--- src/rtl/triple_ema_trend.sv ---
module triple_ema_trend #(
  parameter int SAMPLE_W   = 8,
  parameter int BATCH_LOG2 = 10,
  parameter int SHIFT      = 6,
  parameter int FRAC       = 6
) (
  input  logic                                    clk,
  input  logic                                    rst_n,
  input  logic [SAMPLE_W-1:0]                     sample_i,
  input  logic                                    sample_valid_i,
  output logic signed [SAMPLE_W+BATCH_LOG2+FRAC:0] trend_o,
  output logic                                    trend_valid_o
);
  localparam int SUM_W = SAMPLE_W + BATCH_LOG2;
  localparam int AVG_W = SUM_W + FRAC + 1;

  typedef enum logic [1:0] {IDLE, UPD1, UPD2, UPD3} phase_t;

  phase_t                    phase;
  logic [BATCH_LOG2-1:0]     cnt;
  logic [SUM_W-1:0]          acc;
  logic [SUM_W-1:0]          acc_next;
  logic                      close;
  logic signed [AVG_W-1:0]   snap, ema1, ema2, ema3;
  logic signed [AVG_W-1:0]   op_prev, op_in, step, nxt;
  logic signed [AVG_W:0]     diff;
  logic                      valid_q;

  assign acc_next = acc + SUM_W'(sample_i);
  assign close    = sample_valid_i && (&cnt);

  always_ff @(posedge clk or negedge rst_n) begin
    if (!rst_n) begin
      cnt  <= '0;
      acc  <= '0;
      snap <= '0;
    end else if (sample_valid_i) begin
      cnt <= cnt + 1'b1;
      if (close) begin
        acc  <= '0;
        snap <= $signed({1'b0, acc_next, {FRAC{1'b0}}});
      end else begin
        acc <= acc_next;
      end
    end
  end

  always_comb begin
    case (phase)
      UPD1:    begin op_prev = ema1; op_in = snap; end
      UPD2:    begin op_prev = ema2; op_in = ema1; end
      default: begin op_prev = ema3; op_in = ema2; end
    endcase
  end

  assign diff = (AVG_W+1)'(op_in) - (AVG_W+1)'(op_prev);
  assign step = AVG_W'(diff >>> SHIFT);
  assign nxt  = op_prev + step;

  always_ff @(posedge clk or negedge rst_n) begin
    if (!rst_n) begin
      phase   <= IDLE;
      ema1    <= '0;
      ema2    <= '0;
      ema3    <= '0;
      valid_q <= 1'b0;
    end else begin
      valid_q <= (phase == UPD3);
      case (phase)
        IDLE: if (close) phase <= UPD1;
        UPD1: begin ema1 <= nxt; phase <= UPD2; end
        UPD2: begin ema2 <= nxt; phase <= UPD3; end
        UPD3: begin ema3 <= nxt; phase <= IDLE; end
        default: phase <= IDLE;
      endcase
    end
  end

  assign trend_o       = ema3;
  assign trend_valid_o = valid_q;
endmodule

--- config.mk ---
export PLATFORM = sky130hd
export DESIGN_NAME = triple_ema_trend
export DESIGN_NICKNAME = d
export VERILOG_FILES = /design/src/rtl/triple_ema_trend.sv
export SDC_FILE = /design/constraint.sdc
export NUM_CORES = 1
export LEC_CHECK = 0
export CORE_UTILIZATION = 60
export CTS_CLUSTER_DIAMETER = 30
export DETAILED_ROUTE_END_ITERATION = 8
export HOLD_SLACK_MARGIN = 0.15
export PLACE_DENSITY_LB_ADDON = 0.08
export SLEW_MARGIN = 10
export SYNTH_ARGS = -nofsm -noshare
export SYNTH_HDL_FRONTEND = slang
export SYNTH_SLANG_ARGS = --single-unit
--- constraint.sdc ---
create_clock -name clk -period 10.73 [get_ports clk]
set_input_delay 2.146 -clock clk [delete_from_list [all_inputs] [get_ports clk]]
set_output_delay 2.146 -clock clk [all_outputs]
set_load 0.01 [all_outputs]
; ---- Word-level counts from Yosys, hierarchy flattened
; Index checks and enable logic that the tools add are counted.
[totals]
reg_bits = 124
in_bits = 11
elab_cells = 25
[op_classes]
addsub = 4
n_eq_ne = 4
n_mux = 5
n_reduce_logical = 4
[op_table]
columns = op, n
row1 = case mux 25 bit (2 select lines), 2
row2 = subtractor 25 x 25 -> 26 bit, 1
row3 = adder 25 x 20 -> 25 bit, 1
row4 = adder 18 x 8 -> 18 bit, 1
row5 = 2-to-1 mux 18 bit, 1
row6 = "adder 10 x 1 -> 10 bit, second input constant", 1
row7 = AND reduction 10 bit, 1
row8 = case mux 2 bit (4 select lines), 1
row9 = "== test 2 bit, second input constant", 2
row10 = "== test 2 x 1 -> 1 bit, second input constant", 1
row11 = zero test 2 bit, 1
row12 = 2-to-1 mux 2 bit, 1
row13 = "inequality test 2 bit, second input constant", 1
row14 = AND reduction 2 bit, 1
row15 = logical AND 1 bit, 1

; ---- Logic depth before layout (Yosys ltp)
; Gate-level depths: netlist (run 1).
[depth]
ltp_word = 4
depth_mapped = 34
ltp_nobuf = 29

; ---- Worst setup path before layout (run 1)
; No wires, ideal clock.
[synth_timing]
kind = flip-flop to flip-flop
startpoint = register phase[0]
endpoint = register ema1[23]
arrival_ns = 6.730
t_required_ns = 10.640
path_slack_ns = 3.909
stages_incl_launch_ff = 32
period_less_slack_ns = 6.821
cell_sequence = dfrtp_1 > inv_1 > ha_1 > buf_2 > buf_2 > clkbuf_1 > clkbuf_1 > buf_1 > a21oi_1 > ha_1 > clkbuf_1 > a21o_1 > a21oi_1 > a21oi_1 > o21a_1 > a221oi_1 > a21oi_1 > a21o_1 > a21oi_1 > xnor2_1 > ha_1 > a21oi_1 > o21bai_1 > a21oi_1 > nor2b_1 > o21a_1 > o21ai_0 > nand2b_1 > a21oi_1 > nand3_1 > mux2_2 > o221ai_1
[synth_between]
elab_chain_len = 4
word_cells_on_any_way = 6
classes_between = 2 x add/sub / 2 x eq/ne / 2 x mux
[synth_rtl]
columns = element, line
row1 = start: declaration, 19  ; phase_t phase;
row2 = start signal: assignment, 62  ; phase <= IDLE;
row3 = start signal: assignment, 70  ; IDLE: if (close) phase <= UPD1;
row4 = start signal: assignment, 71  ; UPD1: begin ema1 <= nxt; phase <= UPD2; end
row5 = == test 2 bit / == test 2 x 1 -> 1 bit (equally long branches), "49, 69"
row6 = case mux 25 bit (2 select lines), 49  ; case (phase)
row7 = subtractor 25 x 25 -> 26 bit, 56  ; assign diff = (AVG_W+1)'(op_in) - (AVG_W+1)'(op_prev);
row8 = adder 25 x 20 -> 25 bit, 58  ; assign nxt = op_prev + step;
row9 = end signal: assignment, 63  ; ema1 <= '0;
row10 = end signal: assignment, 71
row11 = end: declaration, 24  ; logic signed [AVG_W-1:0] snap, ema1, ema2, ema3;
; Several ways; a longest one is shown, not always the timed one.
; A chain may end at the register's enable or synchronous reset.

; ---- Final worst setup path (run 1)
[layout_timing]
startpoint = register phase[1]
endpoint = register ema2[23]
[layout_between]
elab_chain_len = 4
word_cells_on_any_way = 6
classes_between = 2 x add/sub / 2 x eq/ne / 2 x mux
[layout_rtl]
columns = element, line
row1 = == test 2 bit / == test 2 x 1 -> 1 bit (equally long branches), "49, 69"
row2 = case mux 25 bit (2 select lines), 49
row3 = subtractor 25 x 25 -> 26 bit, 56
row4 = adder 25 x 20 -> 25 bit, 58
row5 = end signal: assignment, 64  ; ema2 <= '0;
row6 = end signal: assignment, 72  ; UPD2: begin ema2 <= nxt; phase <= UPD3; end
row7 = end: declaration, 24
; Several ways; a longest one is shown, not always the timed one.

==> out/metrics.yaml, run 1 <==
run_status:
  status: "finished clean"
sta:
  finClkSkew_ps: 11.6
  fin_tns_setup_ps: 0
  finalMaxSlewViolations: 0
  fin_crit_sh_pct: 74.7
  max_clock_freq_ghz: 0.125
  rsz0062_at_grt: "no"
  min_period_ps: 8010
  slew_headroom_pct: 32.4
  tightest_slew_ps: 1010
  setup_viol: 0
  final_hold_viol_count: 0
detailed_routing:
  drc: 0
  via_per_inst: 6.27
  drt_iter0_drc: 806
  vias: 8289
  wl_per_cell_um: 18.4
  drt_wl_total_mm: 24.3
  ant_nets: 0
  drtPass1Iterations: 5
yosys:
  synth.distinct_cells: 80
  ys_seq_area_share_pct: 32.6
  synth_most_common_cell: "dfrtp_1"
  synth_common_cells: "dfrtp_1, nor2_1, nand2_1"
  synth_top_area_share_pct: 32.6
  synth_edf_count: 0
  ys_seq_elements: 124
  avgSynthCellArea_sq_um: 8.60
  yosys_most_used_dff: "dfrtp_1"
  synthCells: 1107
  synth_area_leaders: "dfrtp_1, ha_1, mux2_2"
  yosys.area.top_type: "dfrtp_1"
  async_reset_ff_share_pct: 100
  syn_area_sq_um: 9520
  syn_nets: 1178
  ys_warn_count: 0
floorplan:
  io-pin-count: 37
  coreArea_sq_um: 15400
  fp.dieW_um: 128
  start_util_pct: 62.0
  dieHeight_um: 128
  fp-row-count: 45
  die_area_sq_um: 16400
clock_network:
  ctsHoldBuffers: 0
  cts_tree: "yes"
  cts.htree.levels: 4
  clk_path_buf_depth: 2
  cts-root-buf: "clkbuf_16"
  clk_latency_ps: 440
  cts_buffers: 17
  path_clk_slew_ps: 60
  cts_sinks: 124
  post_cts_resized: 0
  cts_setup_buffers: 0
grt:
  grt_usage_pct: 31.6
  grt_pass1_wl_mm: 40.3
  grt.overflow.total: 0
  grt_max_degree: 84
  grt_pass1_vias: 7712
  antenna_found_initial: 0
layout:
  final_nets: 1171
  area_growth_pct: 10.3
  n_antenna_cell: 0
  fill_cells: 1246
  ff_latch_area_sq_um: 3100
  final_layout_size_suffix_gt1_share_pct: 10.1
  multi_input_area_sq_um: 5960
critical_path:
  cpMostUsedCell: "a21oi_1"
  reg2reg_slack_ps: 2720
  slowest_stage: "buf_4"
  crit_required_ps: 11080
  arrival_ps: 8360
  cp_slowest_stage_delay_ps: 680
  cp_max_fo: 83
  rr_worst_depth: 29
  worst_setup_path_end_kind: "flop"
  timing.rr.start: "phase[1]"
  cp-start-kind: "flop"
  crit_type: "flop to flop"
  rr_endpoint: "ema2[23]"
worst_hold_path:
  worstHoldStart: "cnt[8]"
  worst_hold_path.num_cells: 1
  hold_class: "flop to flop"
  hold_end: "cnt[8]"
pwr:
  p_total_w: 0.00126
  power_density_nw_per_um2: 120
  peakVddDrop_uv: 120
  p_leak_nw: 4.73
placed_design:
  numPortBuffers: 36
  gp_congestion: 0.966
  hpwl_mm: 17.3
run:
  maxCapViolCount: 0
==> stage by stage <==
stage                     setup WS (ps)  hold WS [ps]  instances  util (%)  cell area, sq um
after CTS                          2830           477       1323      68.4             10500
after global placement             3080           459       1292      64.7              9940
final                              2720           476       1323      68.4             10500
after global routing               2110           499       1323      68.4             10500
after detailed placement           2860           465       1292      64.7              9940
after floorplan                    3910           438       1107         -              9520
==> cell families after synthesis <==
kind of cell	after synthesis	synth area share, %
buffers and inverters	122	5.08
multiplexers	48	5.61
AO/OA/AOI/OAI	350	25.3
flip-flops	124	32.6
XOR/XNOR	66	6.07
adder cells (fa/ha/maj)	63	8.37
AND/OR/NAND/NOR	334	17.0
==> report_power, final <==
part           leakage, nW  internal, W  switching, W
Combinational         2.76    0.0000768     0.0000923
Sequential            1.70     0.000502     0.0000347
Clock                0.272     0.000331      0.000228
Total                 4.73     0.000910      0.000355
==> layer usage <==
metal,part of all wire (%),global-route usage (%)
met2,46,50.1
met5,0,0
met1,46,43.4
met4,2.8,12.2
met3,5.0,5.09
==> cells in the final DEF, fill, tap and decap left out, drive strengths merged, types with 6 or more instances in the layout <==
master | Yosys | layout
a21o | 34 | 34
a21oi | 87 | 87
a22o | 10 | 10
a22oi | 47 | 47
a31oi | 9 | 9
and3 | 21 | 21
buf | 14 | 7
clkbuf | 54 | 19
clkdlybuf4s50 | 0 | 35
clkinv | 1 | 7
dfrtp | 124 | 124
ha | 58 | 58
inv | 53 | 55
mux2 | 43 | 43
nand2 | 92 | 92
nand2b | 13 | 13
nand3 | 27 | 27
nand4 | 21 | 21
nor2 | 99 | 99
nor2b | 14 | 14
nor3 | 18 | 18
o211ai | 6 | 6
o21ai | 60 | 60
o21bai | 7 | 7
o2bb2ai | 9 | 9
o311ai | 13 | 13
o31ai | 16 | 16
or2 | 7 | 7
xnor2 | 44 | 44
xor2 | 22 | 22
==> state kept, by name, summed over array words and instances, names as in the netlist <==
| name | cells |
|---|---|
| ema1 | 25 |
| ema2 | 25 |
| trend_o | 25 |
| acc | 18 |
| snap | 18 |
| cnt | 10 |
| phase | 2 |
| trend_valid_o | 1 |
==> critical path: cells and delay by family (launching register included) <==
family	cells	cell delay, ps
flops	1	400
buf+inv	3	1280
mux	1	290
fa+ha+maj	3	1130
compound gates	18	4380
xor+xnor	1	140
simple gates	3	310
==> area by class of cell <==
cell class	count	area share, %
multi-input cells	861	56.8
flip-flops and latches	124	29.5
clock buffers	19	4.31
repair buffers	42	3.87
well taps	211	2.51
inverters	54	1.93
clock inverters	12	1.10
==> how the worst max path moves through the flow <==
stage	startpoint	end
2_1_floorplan	phase[0]	ema1[23]
4_1_cts	phase[1]	trend_o[23]
6_report	phase[1]	ema2[23]
5_1_grt	phase[0]	trend_o[23]
3_5_place_dp	phase[1]	trend_o[23]
3_3_place_gp	phase[0]	ema1[23]
Note: power is estimated with default switching activity, not from simulation.
==> run 2, diff against run 1 <==
- clock period: 10.73 -> 7.8 ns (I/O delays scaled with it)
==> out/metrics.yaml, run 2 (same netlist as run 1, synthesis figures left out) <==
sta:
  fin_tns_setup_ps: 0  # unchanged
  setup_viol: 0  # unchanged
  min_period_ps: 7210  # -807 ps
  tightest_slew_ps: 938  # -76.6 ps
  finClkSkew_ps: 6.76  # -4.83 ps
  rsz0062_at_grt: "no"
  slew_headroom_pct: 37.5  # +5.1 points
  finalMaxSlewViolations: 0  # unchanged
  max_clock_freq_ghz: 0.139  # +11%
  fin_crit_sh_pct: 92.4  # +18 points
  final_hold_viol_count: 0  # unchanged
clock_network:
  cts_tree: "yes"
  cts-root-buf: "clkbuf_16"
  clk_latency_ps: 420  # -20 ps
  cts_buffers: 17  # unchanged
  clk_path_buf_depth: 2  # unchanged
  post_cts_resized: 0  # unchanged
  cts_sinks: 124  # unchanged
  cts_setup_buffers: 0  # unchanged
  ctsHoldBuffers: 0  # unchanged
  path_clk_slew_ps: 60  # about the same
  cts.htree.levels: 4  # unchanged
detailed_routing:
  via_per_inst: 6.19  # -1.2%
  drtPass1Iterations: 5  # unchanged
  drt_iter0_drc: 531  # -34%
  drc: 0  # unchanged
  vias: 8226  # -0.76%
  ant_nets: 0  # unchanged
  wl_per_cell_um: 18.0  # -2.0%
  drt_wl_total_mm: 23.9  # -1.6%
critical_path:
  critPathTopFamily: "compound AO/OA/AOI/OAI gates"
  crit_required_ps: 8140  # -2940 ps
  cpMostUsedCell: "a21oi_1"
  crit_buf_inv: 3  # unchanged
  rr_endpoint: "ema2[23]"
  cp_max_fo: 57  # -31%
  reg2reg_slack_ps: 590  # -2120 ps
  cp_slowest_stage_delay_ps: 630  # -50 ps
  crit_type: "flop to flop"
  cp-start-kind: "flop"
  rr_worst_depth: 29  # unchanged
  timing.rr.start: "phase[1]"
  worst_setup_path_end_kind: "flop"
  slowest_stage: "ha_4"
  arrival_ps: 7540  # -820 ps
worst_hold_path:
  worstHoldStart: "cnt[8]"
  hold_end: "cnt[8]"
  worst_hold_path.num_cells: 1  # unchanged
  hold_class: "flop to flop"
floorplan:
  io-pin-count: 37  # unchanged
  dieHeight_um: 128  # unchanged
  die_area_sq_um: 16400  # unchanged
  fp.dieW_um: 128  # unchanged
  start_util_pct: 62.0  # unchanged
  coreArea_sq_um: 15400  # unchanged
  fp-row-count: 45  # unchanged
layout:
  n_antenna_cell: 0  # unchanged
  area_growth_pct: 11.0
  final_nets: 1176  # +0.43%
  final_cells: 1329  # +0.45%
  layout_common_cells: "dfrtp_1, nor2_1, nand2_1, a21oi_1, o21ai_0"
  final_common_cell: "dfrtp_1"
  fill_cells: 1239  # -0.56%
  final_layout_size_suffix_gt1_share_pct: 10.4  # +0.30 points
grt:
  grt_pass1_wl_mm: 39.1  # -3.1%
  grt.overflow.total: 0  # unchanged
  grt_usage_pct: 30.8  # -0.80 points
  grt_pass1_vias: 7739  # +0.35%
  grt_max_degree: 77  # -8.3%
  antenna_found_initial: 0  # unchanged
pwr:
  p_leak_nw: 4.77  # +0.69%
  power.share.switching_pct: 27.1  # -1.0 points
  seq_power_share_pct: 41.8  # -0.7 points
  p_total_w: 0.00177  # +40%
  p_switching_w: 0.000478  # +35%
  power_frac_comb_pct: 12.8  # -0.6 points
  peakVddDrop_uv: 158  # +31%
  power_density_nw_per_um2: 167  # +39%
  clock_power_share_pct: 45.4  # +1.2 points
  p_int_w: 0.00129  # +42%
placed_design:
  numPortBuffers: 36  # unchanged
  gp_congestion: 0.908  # -6.0%
  place_inst: 1297  # +0.39%
  hpwl_mm: 17.2  # -0.55%
run:
  maxCapViolCount: 0  # unchanged
run_status:
  status: "finished clean"
==> run 2: cell count changes in the layout (fill, tap and decap cells not counted), sizes merged <==
cell    before  now
buf          7   12
bufinv       1    2
clkbuf      19   21
clkinv       7    3
inv         55   57
==> run 2: power groups by stage <==
stage                     registers [W]  clock network [W]  logic, W
after global placement         0.000745                  0  0.000217
after floorplan                0.000737                  0  0.000170
after detailed placement       0.000747                  0  0.000226
after CTS                      0.000737           0.000809  0.000228
after global routing           0.000746           0.000843  0.000260
final                          0.000738           0.000802  0.000226
==> run 2: worst max path at each step <==
stage                  start       end  slack (ps)  cells past startpoint
floorplan           phase[0]  ema1[23]         980                     31
global placement    phase[0]  ema1[23]        1060                     29
detailed placement  phase[1]  ema2[23]         820                     29
CTS                 phase[0]  ema2[23]         770                     29
global route        phase[1]  ema2[23]         150                     29
finish              phase[1]  ema2[23]         590                     29
==> run 2: worst reg2reg max path, delay by kind of cell (launching register included) <==
kind | cells | cell delay (ps)
AO/OA/AOI/OAI | 18 | 3950
adder cells (fa/ha/maj) | 3 | 1300
buffers and inverters | 3 | 720
flip-flops | 1 | 410
AND/OR/NAND/NOR | 3 | 300
multiplexers | 1 | 290
XOR/XNOR | 1 | 140
==> run 2: layout make-up <==
class	instances	area [sq um]	share of cell area (%)
Timing Repair Buffer	47	444	4.20
Inverter	54	203	1.92
Multi-Input combinational cell	861	5960	56.4
Clock inverter	11	131	1.24
Clock buffer	21	460	4.36
Tap cell	211	264	2.50
Sequential cell	124	3100	29.4
==> run 2: per-layer routing <==
layer	part of all wire, %	track usage [%]	vias to the layer above
li1	-	-	4031
met1	45	40.4	3918
met2	46	49.6	219
met3	4.8	5.59	58
met4	4.0	14.3	0
met5	0	0	-
==> run 2: metrics by stage <==
stage	instance area, sq um	setup slack [ps]	util, %	hold WS [ps]
global route	10600	147	68.8	485
CTS	10600	767	68.8	469
global placement	9980	1060	64.9	459
detailed placement	9980	819	64.9	457
floorplan	9520	979	-	438
finish	10600	595	68.8	466
==> run 3, diff against run 2 <==
- SKIP_LAST_GASP: unset -> 1
==> results of run 3 <==
Same layout as run 2: the final DEF is identical, and so are final timing and power.
